$ cat src/rtl/ptw_pkg.sv
package ptw_pkg;
   typedef enum logic [2:0] {
      ST_IDLE,
      ST_RD_OUTER,
      ST_RD_INNER,
      ST_DONE,
      ST_FAULT
   } walk_st_e;

   typedef enum logic [1:0] {
      FLT_NONE  = 2'd0,
      FLT_LEN   = 2'd1,
      FLT_OUTER = 2'd2,
      FLT_INNER = 2'd3
   } flt_e;
endpackage

$ cat src/rtl/ptw_addr_split.sv
module ptw_addr_split #(
   parameter int ADDR_W   = 32,
   parameter int OFFSET_W = 10,
   localparam int OUTER_W = ADDR_W - 2 * OFFSET_W
) (
   input  logic [ADDR_W-1:0]   laddr,
   output logic [OUTER_W-1:0]  outer_idx,
   output logic [OFFSET_W-1:0] inner_idx,
   output logic [OFFSET_W-1:0] offset
);
   assign outer_idx = laddr[ADDR_W-1 -: OUTER_W];
   assign inner_idx = laddr[2*OFFSET_W-1 -: OFFSET_W];
   assign offset    = laddr[OFFSET_W-1:0];
endmodule

$ cat src/rtl/ptw_mem_port.sv
module ptw_mem_port (
   input  logic clk,
   input  logic rst_n,
   input  logic rd_active,
   input  logic mem_gnt,
   input  logic mem_rvalid,
   output logic mem_req,
   output logic rsp_valid
);
   logic pending;

   assign mem_req   = rd_active && !pending;
   assign rsp_valid = pending && mem_rvalid;

   always_ff @(posedge clk or negedge rst_n) begin
      if (!rst_n)                  pending <= 1'b0;
      else if (mem_req && mem_gnt) pending <= 1'b1;
      else if (rsp_valid)          pending <= 1'b0;
   end
endmodule

$ cat src/rtl/ptw_walker.sv
module ptw_walker #(
   parameter int ADDR_W    = 32,
   parameter int OFFSET_W  = 10,
   parameter int VALID_BIT = 0,
   localparam int OUTER_W  = ADDR_W - 2 * OFFSET_W,
   localparam int LEN_W    = OUTER_W + 1,
   localparam int BASE_W   = ADDR_W - OFFSET_W
) (
   input  logic              clk,
   input  logic              rst_n,
   input  logic              req_valid,
   input  logic [ADDR_W-1:0] req_laddr,
   input  logic [ADDR_W-1:0] pt_base,
   input  logic [LEN_W-1:0]  pt_len,
   output logic              ready,
   output logic              done,
   output logic              fault,
   output logic [1:0]        fault_code,
   output logic [ADDR_W-1:0] paddr,
   output logic              mem_req,
   output logic [ADDR_W-1:0] mem_addr,
   input  logic              mem_gnt,
   input  logic              mem_rvalid,
   input  logic [ADDR_W-1:0] mem_rdata
);
   import ptw_pkg::*;

   if (OUTER_W < 1) begin : g_bad_split
      $error("ptw_walker: ADDR_W must exceed 2*OFFSET_W");
   end
   if (VALID_BIT >= OFFSET_W) begin : g_bad_valid
      $error("ptw_walker: VALID_BIT must lie inside the offset field");
   end

   walk_st_e            st;
   logic [ADDR_W-1:0]   laddr_q, base_q, paddr_q;
   logic [BASE_W-1:0]   tbl_q;
   logic [1:0]          code_q;
   logic [OUTER_W-1:0]  in_outer, q_outer;
   logic [OFFSET_W-1:0] in_inner, q_inner, in_off, q_off;
   logic                rd_active, rsp_valid, ent_ok, len_bad;

   ptw_addr_split #(.ADDR_W(ADDR_W), .OFFSET_W(OFFSET_W)) i_split_in (
      .laddr(req_laddr), .outer_idx(in_outer), .inner_idx(in_inner), .offset(in_off));

   ptw_addr_split #(.ADDR_W(ADDR_W), .OFFSET_W(OFFSET_W)) i_split_q (
      .laddr(laddr_q), .outer_idx(q_outer), .inner_idx(q_inner), .offset(q_off));

   assign rd_active = (st == ST_RD_OUTER) || (st == ST_RD_INNER);

   ptw_mem_port i_port (
      .clk(clk), .rst_n(rst_n), .rd_active(rd_active), .mem_gnt(mem_gnt),
      .mem_rvalid(mem_rvalid), .mem_req(mem_req), .rsp_valid(rsp_valid));

   assign len_bad = {1'b0, in_outer} >= pt_len;
   assign ent_ok  = mem_rdata[VALID_BIT];

   always_comb begin
      unique case (st)
         ST_RD_OUTER: mem_addr = base_q + ADDR_W'(q_outer);
         ST_RD_INNER: mem_addr = {tbl_q, q_inner};
         default:     mem_addr = '0;
      endcase
   end

   always_ff @(posedge clk or negedge rst_n) begin
      if (!rst_n) begin
         st      <= ST_IDLE;
         laddr_q <= '0;
         base_q  <= '0;
         tbl_q   <= '0;
         paddr_q <= '0;
         code_q  <= FLT_NONE;
      end else begin
         unique case (st)
            ST_IDLE: if (req_valid) begin
               laddr_q <= req_laddr;
               base_q  <= pt_base;
               paddr_q <= '0;
               if (len_bad) begin
                  code_q <= FLT_LEN;
                  st     <= ST_FAULT;
               end else begin
                  code_q <= FLT_NONE;
                  st     <= ST_RD_OUTER;
               end
            end
            ST_RD_OUTER: if (rsp_valid) begin
               if (ent_ok) begin
                  tbl_q <= mem_rdata[ADDR_W-1:OFFSET_W];
                  st    <= ST_RD_INNER;
               end else begin
                  code_q <= FLT_OUTER;
                  st     <= ST_FAULT;
               end
            end
            ST_RD_INNER: if (rsp_valid) begin
               if (ent_ok) begin
                  paddr_q <= {mem_rdata[ADDR_W-1:OFFSET_W], q_off};
                  st      <= ST_DONE;
               end else begin
                  code_q <= FLT_INNER;
                  st     <= ST_FAULT;
               end
            end
            default: st <= ST_IDLE;
         endcase
      end
   end

   assign ready      = (st == ST_IDLE);
   assign done       = (st == ST_DONE) || (st == ST_FAULT);
   assign fault      = (st == ST_FAULT);
   assign fault_code = code_q;
   assign paddr      = paddr_q;
endmodule

$ cat config.mk
export PLATFORM = sky130hd
export DESIGN_NAME = ptw_walker
export DESIGN_NICKNAME = d
export VERILOG_FILES = /design/src/rtl/ptw_pkg.sv /design/src/rtl/ptw_addr_split.sv /design/src/rtl/ptw_mem_port.sv /design/src/rtl/ptw_walker.sv
export SDC_FILE = /design/constraint.sdc
export NUM_CORES = 1
export LEC_CHECK = 0
export ABC_AREA = 1
export CAP_MARGIN = 40
export CORE_ASPECT_RATIO = 0.8
export CORE_MARGIN = 2
export CORE_UTILIZATION = 43
export DETAILED_ROUTE_END_ITERATION = 10
export DONT_BUFFER_PORTS = 1
export SLEW_MARGIN = 20
export SYNTH_ARGS = -nofsm -noshare
export SYNTH_HDL_FRONTEND = slang
export SYNTH_SLANG_ARGS = --single-unit
$ cat constraint.sdc
create_clock -name clk -period 2.3 [get_ports clk]
set_input_delay 0.23 -clock clk [delete_from_list [all_inputs] [get_ports clk]]
set_output_delay 0.23 -clock clk [all_outputs]
set_load 0.005 [all_outputs]
==> results of run 1 <==
[report_power, final]
group | total [mW] | switching (mW) | internal (mW)
Sequential | 3.92 | 0.787 | 3.13
Clock | 2.72 | 1.10 | 1.62
Combinational | 5.99 | 3.51 | 2.48
[metrics by stage]
step | instance area [µm²] | setup TNS [ns] | hold WS (ns)
floorplan | 6920 | 0 | -0.0656
global placement | 7200 | 0 | -0.0612
detailed placement | 7200 | 0 | -0.0593
CTS | 9120 | -2.68 | -0.511
global route | 9340 | -4.91 | -0.516
finish | 9340 | -1.93 | -0.495
[cell usage in the layout (no fill, tap or decap), drive strengths merged]
master | netlist | final
a31o | 1 | 1
o21ai | 68 | 68
a22oi | 1 | 1
fa | 1 | 1
clkbuf | 13 | 18
nand2 | 364 | 364
and2 | 2 | 2
o211ai | 1 | 1
inv | 122 | 127
nor3 | 9 | 9
xor2 | 1 | 1
bufinv | 0 | 2
a32o | 1 | 1
nand4 | 7 | 7
mux2 | 22 | 22
clkinv | 0 | 5
a21o | 1 | 1
a21boi | 1 | 1
nand3b | 2 | 2
diode | 0 | 1
nand3 | 87 | 87
and3 | 1 | 1
a22o | 1 | 1
nor2 | 42 | 42
ha | 24 | 24
buf | 19 | 38
or2 | 1 | 1
a21oi | 21 | 21
dlygate4sd3 | 0 | 87
dfrtp | 124 | 124
clkinvlp | 0 | 2
[cell type report]
type / instances / area (µm²)
clock buffer: 18 / 429
sequential: 124 / 3100
fill: 1427 / 6410
antenna: 1 / 2.50
multi-input combinational: 659 / 3690
clock inverter: 14 / 161
inverter: 122 / 458
tap: 215 / 269
timing repair buffer: 125 / 1230
[routing by layer]
layer  global-route usage (%)  vias to the layer above  wire length [µm]
met1                     33.6                     2911              9630
met5                        0                        -                 0
met2                     35.8                      176              8660
li1                         -                     3193                 -
met4                     8.15                        0               392
met3                     5.68                       27              1190
[worst max-delay path: stages, from the launching register on]
cell     delay, ns
dfrtp_1       0.40
ha_2          0.20
inv_2         0.05
fa_2          0.20
inv_2         0.05
nand3_2       0.06
nand3_2       0.08
buf_4         0.14
buf_6         0.10
buf_6         0.10
or2_4         0.21
a32o_2        0.26
[logic make-up (layout without fill, tap and decap cells)]
logic type | after synthesis | count (layout) | synth area share (%)
fa+ha+maj | 25 | 25 | 4.63
compound gates | 96 | 96 | 7.33
flops | 124 | 124 | 44.9
buf+inv | 154 | 279 | 9.06
other cells | 0 | 1 | 0
simple gates | 515 | 515 | 30.4
xor+xnor | 1 | 1 | 0.127
mux | 22 | 22 | 3.58
[flip-flops by register name (all words and copies together), names as in the netlist]
signal,count
i_port.pending,1
laddr_q,32
tbl_q,22
fault_code,2
base_q,32
st,3
paddr,32
[worst paths after layout]
| path | slack, ns | endpoint | depth (start not counted) | from |
|---|---|---|---|---|
| setup / recovery | -0.21 | mem_addr[4] | 11 | base_q[0]$_DFFE_PN0P_ |
| hold / removal | -0.49 | laddr_q[30]$_DFFE_PN0P_ | 0 | rst_n |
| setup reg to reg | 0.34 | tbl_q[12]$_DFFE_PN0P_ | 5 | st[2]$_DFFE_PN0P_ |
| hold reg to reg | 0.48 | laddr_q[19]$_DFFE_PN0P_ | 2 | laddr_q[19]$_DFFE_PN0P_ |
| max in group asynchronous | 2.48 | laddr_q[29]$_DFFE_PN0P_ | 0 | rst_n |
| min in group clk | 0.02 | laddr_q[20]$_DFFE_PN0P_ | 2 | req_laddr[20] |
[repair_timing]
action / 4_1_cts / 5_1_grt
pin swaps: 39 / 40
setup endpoints to repair: 27 / 27
endpoints found under the hold margin: 234 / 124
buffers inserted: 11 / 12
resized for setup: 88 / 44
==> metrics.md, run 1 <==
| Metric | Value |
|---|---|
| Layout area overhead | `35.0%` |
| Worst EP required | `approximately 2.1 ns` |
| Commonest cells in the netlist | `363 x nand2_1, 124 x dfrtp_1, 117 x inv_1` |
| Seq/Total Area, Yosys | `between 40 and 50%` |
| TritonCTS clock tree | `built` |
| Count of final hold-check violations | `approximately 120` |
| Largest net degree at the start of global routing | `125` |
| Die W | `146 µm` |
| Outcome | `finished, violations left` |
| Total CTS buffers | `17` |
| Hold crit path type | `in -> async` |
| Clk slew on worst S/H paths | `approximately 0.060 ns` |
| Yosys cell types | `35` |
| Top-count cell post-synth | `nand2_1` |
| Global-route wire length before repair | `about 33000 µm` |
| Max-capacitance violation count | `0` |
| Skew final | `roughly 0.0058 ns` |
| Die span in y | `117 µm` |
| Max-slew headroom | `57.8%` |
| Clock root buffer | `clkbuf_16` |
| Tmin final | `~2.5 ns` |
| Setup Crit Path Kind | `reg -> out` |
| Final Core Density | `between 50% and 60%` |
| Vias per inst | `4.94` |
| Post-synthesis cell area | `roughly 7000 µm²` |
| CTS Buffer Depth | `2` |
| Post-synth ARST share | `between 90% and 100%` |
| Static Leak | `4.62 nW` |
| Io pins | `around 180` |
| Synth top area share | `~45%` |
| Final setup margin | `-0.214 ns` |
| Antenna Nets Post-Route | `0` |
| Mapped Nets | `around 1100` |
| Area contributors post-synth | `dfrtp_1 45%, nand2_1 20%, inv_1 6.3%` |
| Post-synth top flop | `dfrtp_1` |
| CP max FO | `2` |
| Drt pass-1 iters | `5` |
| Cell accounting for the most synthesized area | `dfrtp_1` |
| Final setup violation count | `19` |
| Post-layout nets | `around 1200` |
| VDD IR max | `slightly below 0.7 mV` |
| Crit. End Element | `output port` |
| Total chip power | `about 13 mW` |
| #FFs+latches synth | `between 100 and 150` |
| Vias post-DR | `roughly 6300` |
| Post-synth EDFFs | `0` |
| Place WS | `between 0.06 and 0.07 ns` |
| Final WL | `19900 µm` |
| Hold Slack | `-0.495 ns` |
| Placed Cells | `roughly 1100` |
| IO Port Bufs | `0` |
| Layout cells sized above 1 | `17.9%` |
| Least-Margin Pin Slew | `around 0.63 ns` |
| Routed wire per std cell | `between 15 and 20 µm` |
| RSZ-0062 raised after global routing | `true` |
| Slew Limit Fails | `0` |
| Depth of the CTS H-tree | `4` |
| Core Rows | `slightly above 40` |
| Failing checks | `hold timing, setup timing` |
| Startpoint Class | `register` |
| Die area | `17100 µm²` |
| # clock sinks | `124` |
| Yosys warns | `0` |
| Final instance count without filler cells | `~1300` |
| Starting Density | `between 40 and 50%` |
| Remaining Overflow, GRT | `0` |
| Worst EP arrival | `2.28 ns` |
| CTS Hold Bufs | `87` |
| Avg Cell Area, Syn | `~7.4 µm²` |
| PD cells | `roughly 1400 nW/µm²` |
| Vias in the first global route | `around 6300` |
| Post-Syn Instances | `~940` |
| Core ar. | `about 16000 µm²` |
| DP Wirelength | `around 13000 µm` |
| Clk_lat worst skew | `~0.42 ns` |
| GRT Total Usage | `about a quarter` |
| GP Congestion | `roughly 0.91` |
| Max Freq | `about 400 MHz` |
| Final worst-path cycle share | `109%` |
| Drc violations | `0` |
| Initial antenna violation count | `1` |
| Iteration-0 DRC Markers | `around 430` |
(Power assumes the default switching activity.)
==> inputs of run 2 (changes only) <==
SYNTH_HIERARCHICAL = 1   (was unset)
==> run 2 against run 1 <==
- highest routed layer unchanged
- core utilization shrank 1.0 points
- global-route usage down 1.5 points
- flip-flop and latch count is the same
- critical endpoint is now mem_addr[28]
- hold slack gained 0.0074 ns
- count of clock-buffer cells in the layout decreased by 1
- via count is 4.0% higher
- the flow still finishes with violations (hold timing, setup timing)
==> metrics.md, run 2 <==
| Metric | Value |
|---|---|
| TritonCTS clock tree | `built` |
| Pint | `8.15 mW (+13%)` |
| Largest net degree at the start of global routing | `125 (unchanged)` |
| Core Rows | `43 (+4.9%)` |
| Core ar. | `17300 µm² (+10%)` |
| Layout Cell Area excl Fill | `10100 µm² (+8.1%)` |
| Switch share | `43.1% (+0.32 points)` |
| Antenna diode count | `0 (-1)` |
| Max incr delay on CP | `0.38 ns (-0.02 ns)` |
| Crit. End Element | `output port` |
| Max-capacitance violation count | `0 (unchanged)` |
| Least-Margin Pin Slew | `0.617 ns (-0.0161 ns)` |
| DP Wirelength | `14100 µm (+6.4%)` |
| Clock share of power | `22.4% (+0.9 points)` |
| Vias post-DR | `6561 (+4.0%)` |
| Flop pwr share | `28.1% (-2.9 points)` |
| Slew Limit Fails | `0 (unchanged)` |
| Antenna Nets Post-Route | `0 (unchanged)` |
| Drc violations | `0 (unchanged)` |
| DP Area | `7640 µm² (+6.0%)` |
| Max Freq | `404 MHz (+1.5%)` |
| Layout area overhead | `33.1%` |
| Outcome | `finished, violations left` |
| Critical-path top delay cell | `dfrtp_1` |
| Combinational share of power | `49.5% (+2.0 points)` |
| Count of final hold-check violations | `124 (unchanged)` |
| Max-slew headroom | `58.8% (+1.1 points)` |
| Top cell by count, worst path | `nand2_2` |
| Worst EP required | `2.07 ns (about the same)` |
| Final setup margin | `-0.178 ns (+0.0360 ns)` |
| CTS Hold Bufs | `88 (+1.1%)` |
| Static Leak | `4.93 nW (+6.6%)` |
| Die W | `153 µm (+4.6%)` |
| Final setup violation count | `20 (+1)` |
| VDD IR max | `0.897 mV (+31%)` |
| Remaining Overflow, GRT | `0 (unchanged)` |
| Worst EP arrival | `2.25 ns (-0.03 ns)` |
| Fill cells | `1572 (+10%)` |
| Final worst-path cycle share | `108% (-1.6 points)` |
| Hold Slack | `-0.487 ns (+0.00742 ns)` |
| Total CTS buffers | `17 (unchanged)` |
| GP Congestion | `0.906 (-0.96%)` |
| Clk_lat worst skew | `0.42 ns (about the same)` |
| IO Port Bufs | `0 (unchanged)` |
| Leading cell types in the layout, fill and taps excluded | `286 x nand2_1, 121 x dfrtp_1, 111 x inv_1, 88 x dlygate4sd3_1, 50 x nand2_2` |
| Initial antenna violation count | `0 (-1)` |
| Avg Cell Area, Syn | `7.68 µm² (+4.0%)` |
| Yosys warns | `6 (+6)` |
| Iteration-0 DRC Markers | `451 (+5.6%)` |
| Starting Density | `43.8% (-0.12 points)` |
| Sw Pwr | `6.17 mW (+14%)` |
| Post-Syn Instances | `988 (+5.4%)` |
| Clk slew on worst S/H paths | `0.06 ns (about the same)` |
| PD cells | `1420 nW/µm² (+4.8%)` |
| Place WS | `-0.0188 ns (-0.0841 ns)` |
| Critical path buffers and inverters | `1 (-4)` |
| Drt pass-1 iters | `5 (unchanged)` |
| Io pins | `184 (unchanged)` |
| Tmin final | `2.48 ns (-0.0360 ns)` |
| Post-layout nets | `1210 (+1.9%)` |
| Startpoint Class | `register` |
| Layout cells sized above 1 | `29.6% (+12 points)` |
| Final WL | `21000 µm (+5.9%)` |
| Vias per inst | `5.02 (+1.6%)` |
| RSZ-0062 raised after global routing | `true` |
| GRT Total Usage | `22.3% (-1.5 points)` |
| Hold crit path type | `in -> async` |
| Global-route wire length before repair | `33200 µm (+2.0%)` |
| CP top delay family | `simple AND/OR/NAND/NOR gates` |
| Post-synthesis cell area | `7590 µm² (+9.7%)` |
| Vias in the first global route | `6419 (+1.7%)` |
| Die area | `18700 µm² (+9.4%)` |
| # clock sinks | `124 (unchanged)` |
| Skew final | `0.00675 ns (+0.000993 ns)` |
| Most common cell after layout, fill and taps aside | `nand2_1` |
| Routed wire per std cell | `16.1 µm (+3.5%)` |
| Depth of the CTS H-tree | `4 (unchanged)` |
| Setup Crit Path Kind | `reg -> out` |
| Mapped Nets | `1127 (+4.7%)` |
| CP max FO | `5 (+3)` |
| Die span in y | `123 µm (+4.6%)` |
| Failing checks | `hold timing, setup timing` |
| CTS Buffer Depth | `2 (unchanged)` |
| Critical-path cell list | `ha_2 > fa_2 > nand3_2 > nand3_2 > nand2_2 > nand2_2 > nand2_2 > nand2_4 > buf_6 > nand2_2 > nand2_2 > nand3_2 > nand2_2` |
| Clock root buffer | `clkbuf_16` |
-- run 2: timing repair --
| item | 4_1_cts | 5_1_grt |
|---|---|---|
| pin swaps | 35 | 62 |
| resized for setup | 97 | 108 |
| endpoints found under the hold margin | 234 | 124 |
| gates cloned | 0 | 0 |
| buffers inserted | 6 | 12 |
| setup endpoints to repair | 29 | 29 |
-- run 2: through the flow --
stage,setup TNS [ns],power [mW],instances,util [%]
floorplan,0,8.04,988,-
global placement,0,9.20,1172,44.1
detailed placement,-0.0188,9.24,1172,44.1
CTS,-1.73,13.4,1297,55.7
global route,-4.57,15.3,1308,58.3
finish,-1.53,14.3,1308,58.3
-- run 2: routing by layer --
| metal | global-route usage (%) | part of all wire [%] | up-vias |
|---|---|---|---|
| li1 | - | - | 3243 |
| met1 | 32.3 | 47 | 3123 |
| met2 | 34.7 | 47 | 178 |
| met3 | 4.59 | 5.0 | 17 |
| met4 | 4.75 | 0.86 | 0 |
| met5 | 0 | 0 | - |
-- run 2: cell type report --
cell class                      count  area, µm²  share of cell area [%]
Tap cell                          225        282                    2.79
Multi-Input combinational cell    660       4210                    41.6
Sequential cell                   124       3110                    30.8
Clock inverter                     14        265                    2.63
Inverter                          128        488                    4.83
Clock buffer                       17        425                    4.21
Timing Repair Buffer              140       1330                    13.1
-- run 2: power groups by stage --
stage          clock network, mW  logic (mW)  registers [mW]
3_5_place_dp                   0        5.31            3.93
4_1_cts                     3.26        6.17            3.99
2_1_floorplan                  0        4.34            3.70
6_report                    3.21        7.09            4.02
5_1_grt                     3.34        7.84            4.15
3_3_place_gp                   0        5.28            3.92
-- run 2: worst reg2reg max path, stage by stage, from the launching register on --
cell     delay (ns)
dfrtp_1        0.42
nor2_1         0.20
nand2_2        0.12
inv_1          0.14
nand2_2        0.23
inv_2          0.15
buf_4          0.41
nand2_1        0.19
o21ai_0        0.11
-- run 2: worst paths after layout --
kind / cells after the start / slack, ns / startpoint / endpoint
setup / recovery: 13 / -0.18 / base_q[0]$_DFFE_PN0P_ / mem_addr[28]
hold / removal: 0 / -0.49 / rst_n / base_q[20]$_DFFE_PN0P_
setup reg to reg: 8 / 0.25 / st[0]$_DFFE_PN0P_ / base_q[28]$_DFFE_PN0P_
hold reg to reg: 2 / 0.48 / laddr_q[17]$_DFFE_PN0P_ / laddr_q[17]$_DFFE_PN0P_
max in group asynchronous: 0 / 2.61 / rst_n / base_q[14]$_DFFE_PN0P_
min in group clk: 2 / 0.03 / pt_base[22] / base_q[22]$_DFFE_PN0P_
